<file path="src/rtl/mft_pkg.sv">
`timescale 1ns/1ps
package mft_pkg;
    localparam int NUM_TMR    = 6;
    localparam int CNT_W      = 16;
    localparam int PSEL_W     = 4;
    localparam int PRE_W      = 15;
    localparam int OFS_W      = 3;
    localparam int IDX_W      = 3;
    localparam int ADDR_W     = IDX_W + OFS_W;
    // setup word bit positions
    localparam int SU_RUN     = 15;
    localparam int SU_EV2     = 14;
    localparam int SU_EV1     = 13;
    // control word field bases; counter i sits at base + i
    localparam int RSTEN_BASE = 0;
    localparam int NMIEN_BASE = 8;
    localparam logic [IDX_W-1:0] CTL_SLOT = 3'd7;

    typedef enum logic [OFS_W-1:0] {
        OFS_CMP1  = 3'd0,
        OFS_CMP2  = 3'd1,
        OFS_CNT   = 3'd2,
        OFS_SETUP = 3'd3
    } reg_ofs_e;
endpackage

</file>
<file path="src/rtl/mft_prescale.sv">
`timescale 1ns/1ps
module mft_prescale
    import mft_pkg::*;
#(
    parameter int NT  = NUM_TMR,
    parameter int SW  = PSEL_W,
    parameter int PW  = PRE_W
) (
    input  logic                 clk,
    input  logic                 rst_n,
    input  logic                 tick,
    input  logic [NT-1:0][SW-1:0] psel,
    output logic [NT-1:0]        adv
);
    logic [PW-1:0] pre_d, pre_q;

    always_comb begin
        pre_d = pre_q;
        if (tick) pre_d = pre_q + 1'b1;
    end

    always_ff @(posedge clk) begin
        if (!rst_n) pre_q <= '0;
        else        pre_q <= pre_d;
    end

    // a counter advances when the low 'psel' bits of the shared chain are all ones
    for (genvar i = 0; i < NT; i++) begin : g_adv
        logic [PW-1:0] mask;
        always_comb begin
            for (int j = 0; j < PW; j++) mask[j] = (j < int'(psel[i]));
            adv[i] = tick && ((pre_q & mask) == mask);
        end
    end
endmodule

</file>
<file path="src/rtl/mft_timer.sv">
`timescale 1ns/1ps
module mft_timer
    import mft_pkg::*;
#(
    parameter int CW = CNT_W,
    parameter int SW = PSEL_W
) (
    input  logic          clk,
    input  logic          rst_n,
    input  logic          adv,
    input  logic          wr_cmp1,
    input  logic          wr_cmp2,
    input  logic          wr_cnt,
    input  logic          wr_setup,
    input  logic [CW-1:0] wdata,
    output logic [CW-1:0] setup_o,
    output logic [CW-1:0] cnt_o,
    output logic [CW-1:0] cmp1_o,
    output logic [CW-1:0] cmp2_o,
    output logic [SW-1:0] psel_o,
    output logic          ev2_new_o
);
    typedef struct packed {
        logic          locked;
        logic          run;
        logic          ev1;
        logic          ev2;
        logic [SW-1:0] psel;
        logic [CW-1:0] cnt;
        logic [CW-1:0] c1;
        logic [CW-1:0] c2;
    } tmr_t;

    tmr_t          d, q;
    logic [CW-1:0] nxt;

    always_comb begin
        d         = q;
        nxt       = q.cnt + 1'b1;
        ev2_new_o = 1'b0;
        if (wr_setup) begin
            if (!q.locked) begin
                d.locked = 1'b1;
                d.psel   = wdata[SW-1:0];
            end
            d.run = wdata[SU_RUN];
            if (wdata[SU_EV1]) d.ev1 = 1'b0;
            if (wdata[SU_EV2]) d.ev2 = 1'b0;
        end
        if (wr_cmp1) d.c1 = wdata;
        if (wr_cmp2) d.c2 = wdata;
        if (wr_cnt && !q.run) d.cnt = wdata;
        if (q.run && adv && (q.cnt != '1)) begin
            d.cnt = nxt;
            if (nxt == q.c1) d.ev1 = 1'b1;
            if (nxt == q.c2) begin
                d.ev2     = 1'b1;
                ev2_new_o = !q.ev2;
            end
        end
    end

    always_ff @(posedge clk) begin
        if (!rst_n) q <= '0;
        else        q <= d;
    end

    always_comb begin
        setup_o           = '0;
        setup_o[SW-1:0]   = q.psel;
        setup_o[SU_RUN]   = q.run;
        setup_o[SU_EV2]   = q.ev2;
        setup_o[SU_EV1]   = q.ev1;
    end

    assign cnt_o  = q.cnt;
    assign cmp1_o = q.c1;
    assign cmp2_o = q.c2;
    assign psel_o = q.psel;
endmodule

</file>
<file path="src/rtl/mft_bank.sv">
`timescale 1ns/1ps
module mft_bank
    import mft_pkg::*;
#(
    parameter int NT = NUM_TMR,
    parameter int CW = CNT_W,
    parameter int SW = PSEL_W,
    parameter int PW = PRE_W,
    parameter int AW = ADDR_W
) (
    input  logic          clk,
    input  logic          rst_n,
    input  logic          tick_32k,
    input  logic          bus_wr,
    input  logic [AW-1:0] bus_addr,
    input  logic [CW-1:0] bus_wdata,
    output logic [CW-1:0] bus_rdata,
    output logic [NT-1:0] free_mask,
    output logic          rst_req,
    output logic          nmi_req
);
    typedef struct packed {
        logic [NT-1:0] rsten;
        logic [NT-1:0] nmien;
        logic          rst_req;
        logic          nmi_req;
    } ctl_t;

    ctl_t                  ctl_d, ctl_q;
    logic [IDX_W-1:0]      slot;
    reg_ofs_e              ofs;
    logic                  ctl_hit;
    logic [NT-1:0]         adv, ev2_new;
    logic [NT-1:0][SW-1:0] psel;
    logic [NT-1:0][CW-1:0] setup_rd, cnt_rd, cmp1_rd, cmp2_rd;
    logic [NT-1:0]         rst_en_vec, nmi_en_vec;

    assign slot    = bus_addr[AW-1:OFS_W];
    assign ofs     = reg_ofs_e'(bus_addr[OFS_W-1:0]);
    assign ctl_hit = (slot == CTL_SLOT) && (bus_addr[OFS_W-1:0] == '0);

    mft_prescale #(.NT(NT), .SW(SW), .PW(PW)) u_pre (
        .clk  (clk),
        .rst_n(rst_n),
        .tick (tick_32k),
        .psel (psel),
        .adv  (adv)
    );

    for (genvar i = 0; i < NT; i++) begin : g_tmr
        localparam logic [IDX_W-1:0] MY_SLOT = IDX_W'(i);
        logic sel;
        assign sel = bus_wr && (slot == MY_SLOT);
        mft_timer #(.CW(CW), .SW(SW)) u_tmr (
            .clk      (clk),
            .rst_n    (rst_n),
            .adv      (adv[i]),
            .wr_cmp1  (sel && (ofs == OFS_CMP1)),
            .wr_cmp2  (sel && (ofs == OFS_CMP2)),
            .wr_cnt   (sel && (ofs == OFS_CNT)),
            .wr_setup (sel && (ofs == OFS_SETUP)),
            .wdata    (bus_wdata),
            .setup_o  (setup_rd[i]),
            .cnt_o    (cnt_rd[i]),
            .cmp1_o   (cmp1_rd[i]),
            .cmp2_o   (cmp2_rd[i]),
            .psel_o   (psel[i]),
            .ev2_new_o(ev2_new[i])
        );
        assign free_mask[i] = (setup_rd[i] == '0);
    end

    always_comb begin
        ctl_d = ctl_q;
        if (bus_wr && ctl_hit) begin
            ctl_d.rsten = bus_wdata[RSTEN_BASE +: NT];
            ctl_d.nmien = bus_wdata[NMIEN_BASE +: NT];
        end
        ctl_d.rst_req = |(ev2_new & ctl_q.rsten);
        ctl_d.nmi_req = |(ev2_new & ctl_q.nmien);
    end

    always_ff @(posedge clk) begin
        if (!rst_n) ctl_q <= '0;
        else        ctl_q <= ctl_d;
    end

    always_comb begin
        bus_rdata = '0;
        if (ctl_hit) begin
            bus_rdata[RSTEN_BASE +: NT] = ctl_q.rsten;
            bus_rdata[NMIEN_BASE +: NT] = ctl_q.nmien;
        end else begin
            for (int i = 0; i < NT; i++) begin
                if (slot == IDX_W'(i)) begin
                    case (ofs)
                        OFS_CMP1:  bus_rdata = cmp1_rd[i];
                        OFS_CMP2:  bus_rdata = cmp2_rd[i];
                        OFS_CNT:   bus_rdata = cnt_rd[i];
                        OFS_SETUP: bus_rdata = setup_rd[i];
                        default:   bus_rdata = '0;
                    endcase
                end
            end
        end
    end

    assign rst_en_vec = ctl_q.rsten;
    assign nmi_en_vec = ctl_q.nmien;
    assign rst_req    = ctl_q.rst_req;
    assign nmi_req    = ctl_q.nmi_req;
endmodule

</file>
<file path="config.mk">
export PLATFORM = sky130hd
export DESIGN_NAME = mft_bank
export DESIGN_NICKNAME = d
export VERILOG_FILES = /design/src/rtl/mft_pkg.sv /design/src/rtl/mft_prescale.sv /design/src/rtl/mft_timer.sv /design/src/rtl/mft_bank.sv
export SDC_FILE = /design/constraint.sdc
export NUM_CORES = 1
export LEC_CHECK = 0
export BUFFER_PORTS_ARGS = -buffer_cell sky130_fd_sc_hd__buf_2
export CORE_UTILIZATION = 30
export DETAILED_ROUTE_END_ITERATION = 8
export GPL_TIMING_DRIVEN = 0
export PLACE_DENSITY = 0.51
export SLEW_MARGIN = 0
export SYNTH_ARGS = -nofsm -noshare
export SYNTH_HDL_FRONTEND = slang
export SYNTH_SLANG_ARGS = --single-unit
</file>
<file path="constraint.sdc">
create_clock -name clk -period 3.4 [get_ports clk]
set_input_delay 0.34 -clock clk [delete_from_list [all_inputs] [get_ports clk]]
set_output_delay 0.34 -clock clk [all_outputs]
set_load 0.005 [all_outputs]
</file>
After elaboration in Yosys (flattened, before gate mapping):

Cells that the tools add are included.

* equal/unequal tests: 33
* bitwise logic cells: 14
* muxes and demuxes: 82
* magnitude comparators: 90
* add/subtract/negate cells: 7
* reduce and logical (&&, ||, !) cells: 90

Operator list (number)
* 16-bit case mux with 4 select lines: 6
* 16-bit two-way mux: 18
* 16-bit equality test: 12
* 4-bit less-than comparator (first input constant): 42
* 16-bit by 1-bit adder with 16-bit output (second input constant): 6
* 16-bit zero test: 6
* 3-bit by 4-bit less-than comparator with 1-bit output (first input constant): 24
* 16-bit != test (second input constant): 6
* 15-bit AND: 6
* 15-bit equality test: 6
* 1-bit logical AND: 56
* 1-bit by 4-bit less-than comparator with 1-bit output (first input constant): 12
* 2-bit by 4-bit less-than comparator with 1-bit output (first input constant): 12
* 6-bit two-way mux: 8
* 1-bit two-way mux: 36
* 4-bit two-way mux: 6
* 2-bit two-way mux: 8
* 15-bit by 1-bit adder with 15-bit output (second input constant): 1
* 6-bit AND: 2
* 3-bit by 2-bit equality test with 1-bit output (second input constant): 4
* 1-bit zero test: 12
* 2-bit AND reduction: 6
* 2-bit nonzero test: 6
* 6-bit OR reduction: 2
* 4 further kinds: 13

* output and inout port bits: 24
* bits of input ports: 26
* register bits after elaboration: 365
* logic and storage cells: 369

Depth between registers and ports, before layout:

* word-level depth: 9
* mapped depth: 13

Modules after synthesis:

A second synthesis with hierarchy kept.

* cells, all modules: 3587
* area, all modules: 30419.2 µm²

By module, submodules not included
* mft_timer: area an instance 4025.1 µm², instances 6, cells each 465
* mft_bank: area an instance 4703.3 µm², instances 1, cells each 574
* mft_prescale: area an instance 1565.3 µm², instances 1, cells each 223

Least setup slack after synthesis:

Ideal clock, no wire load.

* path type: reg-to-reg
* from: register g_tmr[1].u_tmr.q (netlist bit g_tmr[1].u_tmr.cnt_o[1])
* to: register ctl_q (netlist bit nmi_req)
* required time: 3340 ps
* stages on the path, launching flop included: 10
* setup time: 60 ps
* period minus slack after synthesis: 3082 ps
* path slack: 318 ps
* arrival time: 3022 ps
* path through: dfxtp_1 -> ha_1 -> nand3_1 -> nor4_1 -> xnor2_2 -> xnor2_1 -> or4_4 -> or4b_1 -> o221ai_1 -> o41a_1

* cells in the longest elaborated chain, start to end: 6

RTL lines
* start: declaration: RTL line mft_timer.sv:34 `tmr_t d, q;`
* start signal: assignment: RTL line mft_timer.sv:64 `if (!rst_n) q <= '0;`
* start signal: assignment: RTL line mft_timer.sv:65 `else q <= d;`
* 16-bit by 1-bit adder with 16-bit output: RTL line mft_timer.sv:39 `nxt = q.cnt + 1'b1;`
* 16-bit equality test: RTL line mft_timer.sv:56 `if (nxt == q.c2) begin`
* 1-bit two-way mux: RTL line mft_timer.sv:56
* 1-bit two-way mux (*): RTL line mft_timer.sv:53 `if (q.run && adv && (q.cnt != '1)) begin`
* 6-bit AND (*): RTL line mft_bank.sv:80 `ctl_d.nmi_req = |(ev2_new & ctl_q.nmien);`
* 6-bit OR reduction (*): RTL line mft_bank.sv:80
* end signal: assignment: RTL line mft_bank.sv:85 `else ctl_q <= ctl_d;`
* end: declaration: RTL line mft_bank.sv:29 `ctl_t ctl_d, ctl_q;`

Every way passes the cells marked *; elsewhere a longest branch is shown, timed or not.
A chain may end at the register's enable or synchronous reset.

Final worst setup path:

* from: input port bus_addr[0]
* to: output port bus_rdata[3]

* cells in the longest elaborated chain, start to end: 9

RTL lines
* start: declaration: RTL line mft_bank.sv:15 `input logic [AW-1:0] bus_addr,`
* 3-bit by 2-bit equality test with 1-bit output (tied with other cells): RTL line mft_bank.sv:96 `case (ofs)`
* 16-bit case mux with 4 select lines: RTL line mft_bank.sv:96
* 16-bit two-way mux (6 in series): RTL line mft_bank.sv:95 `if (slot == IDX_W'(i)) begin`
* 6-bit two-way mux (*): RTL line mft_bank.sv:90 `if (ctl_hit) begin`
* end: declaration: RTL line mft_bank.sv:17 `output logic [CW-1:0] bus_rdata,`

Marked as above.

==> run metrics <==
Clock power frac 0.507; PwrDens 369 mW/mm2; relative slew slack 0.0205; max-slew violation count 0; Avg Cell Area, Syn 7.69 um2; Setup-failing EPs final 4; Synth Cell Area 0.0247 mm2; Adder-Cell Fraction of Synth Area 0.00354; worst slew pin tran 1.47 ns; Worst Setup End Kind output pin; die width 289 um; syn nets roughly 3.3k; dpl ws -2.02 ns; clock sink total roughly 370; top cell type's share of synthesized area 0.295; post-synthesis xor/xnor area fraction 0.101; leakage 9.28 nW; Clock Tree Buf Depth 3; combinational group share of total power 0.085; Commonest cells post-synth 569 x nand2_1, 365 x dfxtp_1, 279 x a21boi_0; R2R cell count 9; min setup slack post-route -0.0165 ns; final hold viol count 0; global-route wire length before repair roughly 170000 um; fmax 293 MHz; vias per cell 5.86; Die Y 289 um; share of layout cells above drive strength 1 0.112; final setup TNS -0.0413 ns; failing checks setup timing; status finished, violations left; hold_sp bus_wdata[14]; Seq pwr share 0.409; critical path class in -> out; Detailed Routing Iterations Pass 1 8; Cell variety after synth 82; CP max-delay cell clkbuf_2; clk slew on worst S/H paths ~0.06 ns; Global Route Usage Sum 0.287; Die ar. between 0.08 and 0.09 mm2; CP required around 3 ns; Synth Area in Compound Gates 0.248; RR Endpoint rst_req; number of core rows roughly 100; CTS tree built; GPL Wtd Cong 1.05; pin count of the biggest net entering global routing 13; GRT overflow 0; worst IR drop on VDD just over 300 uV; RSZ-0062 raised after global routing true; Slowest Stage Delay on Critical Path 0.39 ns; number of global-route vias before repair about 24k; clock skew 0.0286 ns; CTS H-tree depth 2; wire length per cell 27.9 um; main combinational cell family by area after synthesis compound AO/OA/AOI/OAI gates; CP top delay family compound AO/OA/AOI/OAI gates; Final #Nets 3340; initial antenna violation count 6; Ys Warns 0; count leader, synth nand2_1; Final period util 1.00; r2r setup slk -0.01 ns; area occupied by multi-input gates 0.0165 mm2; synthesis-stage register bit count roughly 370; internal power ~7.8 mW; crit path launch type primary input; hold endpoint g_tmr[2].u_tmr.setup_o[14]; post-synthesis mux area share 0.0577; clock latency on the worst-skew pair 0.61 ns; Hold Path Stages 4; Post-Syn Instances 3218; largest area contributor in the netlist dfxtp_1; CP bufs+invs 4; dpl hpwl 89700 um; worst hold margin 0.258 ns; final WL approximately 120000 um; Reg area 0.00731 mm2; I/O Pins 50; CP arrival 3.08 ns; hold buffer count at cts 0; drt initial violations 2955; ranking of synthesized cells by area dfxtp_1 30%, nand2_1 8.6%, a21boi_0 8.5%; root buf cell clkbuf_16; Hold Path Class in -> reg; DRC 0; R2R Path Start u_pre.pre_q[2]; Switching Share 0.267; register area share after synthesis 0.295; P&R area growth vs syn 15.9%; sw power 2.82 mW; Port Buffers 29; vias 25.8k; crit-path most repeated cell a21oi_1; Post-synth top flop dfxtp_1; Detail Route Antenna Nets 0; initial core utilization 0.305; number of max-cap violations 0; CTS Buf Count 47; core area 0.0811 mm2; Async SR Flop Fraction 0; filler cell count 8571; EDFF count, synth 0; min Tclk post-route 3.42 ns; maximum net fanout on the critical path 10; area share of and/or/nand/nor cells after synthesis 0.235; crit-path cells clkbuf_4 -> nand2_1 -> nor2_1 -> clkbuf_2 -> clkbuf_4 -> a22oi_1 -> a21oi_1 -> a21oi_1 -> o22ai_1 -> a21oi_1 -> o21ai_2 -> buf_2
==> cells in the final DEF (no fill, tap or decap), drive strengths merged, types with 47 or more instances in the layout <==
cell    Yosys  routed
a21boi    279     279
a21oi     130     130
a22oi      49      49
buf        73     123
clkbuf    227     290
dfxtp     365     365
inv        66      66
mux2i     102     102
nand2     569     569
nand3      69      69
nand4      47      47
nor2      164     164
nor2b      73      73
nor3       60      60
nor4       53      53
o21ai     149     149
xnor2     190     190
xor2       71      71
==> how the worst max path moves through the flow <==
stage,start,endpoint,cells past startpoint
final,bus_addr[0],bus_rdata[3],12
after global placement,bus_addr[0],bus_rdata[15],10
after global routing,g_tmr[5].u_tmr.cnt_o[4],rst_req,10
after CTS,g_tmr[4].u_tmr.cnt_o[8],nmi_req,9
after floorplan,g_tmr[1].u_tmr.cnt_o[1],nmi_req,9
after detailed placement,bus_addr[0],bus_rdata[7],9
==> metrics by stage <==
| stage | util | power, mW | cells | area, um2 |
|---|---|---|---|---|
| 3_3_place_gp | 0.323 | 5.24 | 4307 | 26200 |
| 5_1_grt | 0.353 | 10.8 | 4401 | 28700 |
| 6_report | 0.354 | 10.6 | 4404 | 28700 |
| 2_1_floorplan | - | 4.80 | 3218 | 24700 |
| 3_5_place_dp | 0.323 | 5.25 | 4308 | 26200 |
| 4_1_cts | 0.350 | 10.6 | 4396 | 28400 |
==> area by class of cell <==
class                      instances  share of cell area
buffer                           291              0.0462
sequential                       365               0.255
multi-input combinational       2487               0.577
tap                             1060              0.0463
clock inverter                    10             0.00642
inverter                          66             0.00864
clock buffer                      73              0.0498
timing repair buffer              49              0.0102
antenna                            3            0.000262
==> power groups by stage <==
stage | sequential [mW] | combinational [mW] | clock [mW]
after floorplan | 4.40 | 0.392 | 0
after global placement | 4.41 | 0.831 | 0
after detailed placement | 4.41 | 0.833 | 0
after CTS | 4.32 | 0.863 | 5.41
after global routing | 4.32 | 0.895 | 5.58
final | 4.32 | 0.897 | 5.36
==> repair_timing <==
item                                   CTS  global route
pin swaps                                4            12
resized for setup                      156            68
endpoints found under the hold margin    0             0
setup buffers                            8            11
setup endpoints to repair              152            69
==> tightest hold or removal path, stage by stage <==
cell	delay [ns]
buf_2	0.22
nand2_1	0.10
a22oi_1	0.07
nor2b_1	0.10
==> kinds of logic after synthesis <==
logic type | count (synthesis)
mux | 127
xor+xnor | 270
fa+ha+maj | 7
flops | 365
compound gates | 876
buf+inv | 366
simple gates | 1207
==> flip-flops by register name, indices dropped and copies added (netlist names) <==
name / count
g_tmr.u_tmr.cnt_o: 96
nmi_req: 1
g_tmr.u_tmr.psel_o: 24
g_tmr.u_tmr.cmp1_o: 96
g_tmr.u_tmr.setup_o: 18
rst_req: 1
u_pre.pre_q: 15
g_tmr.u_tmr.q: 6
g_tmr.u_tmr.cmp2_o: 96
nmi_en_vec: 6
rst_en_vec: 6
==> per-layer routing <==
metal  global-route usage  routed length [um]  share of wire
met5                    0                  12       0.000098
met4                0.150                7260          0.059
met3               0.0476               11300          0.092
met2                0.428               51900           0.42
met1                0.396               52600           0.43
(Power assumes the default switching activity.)
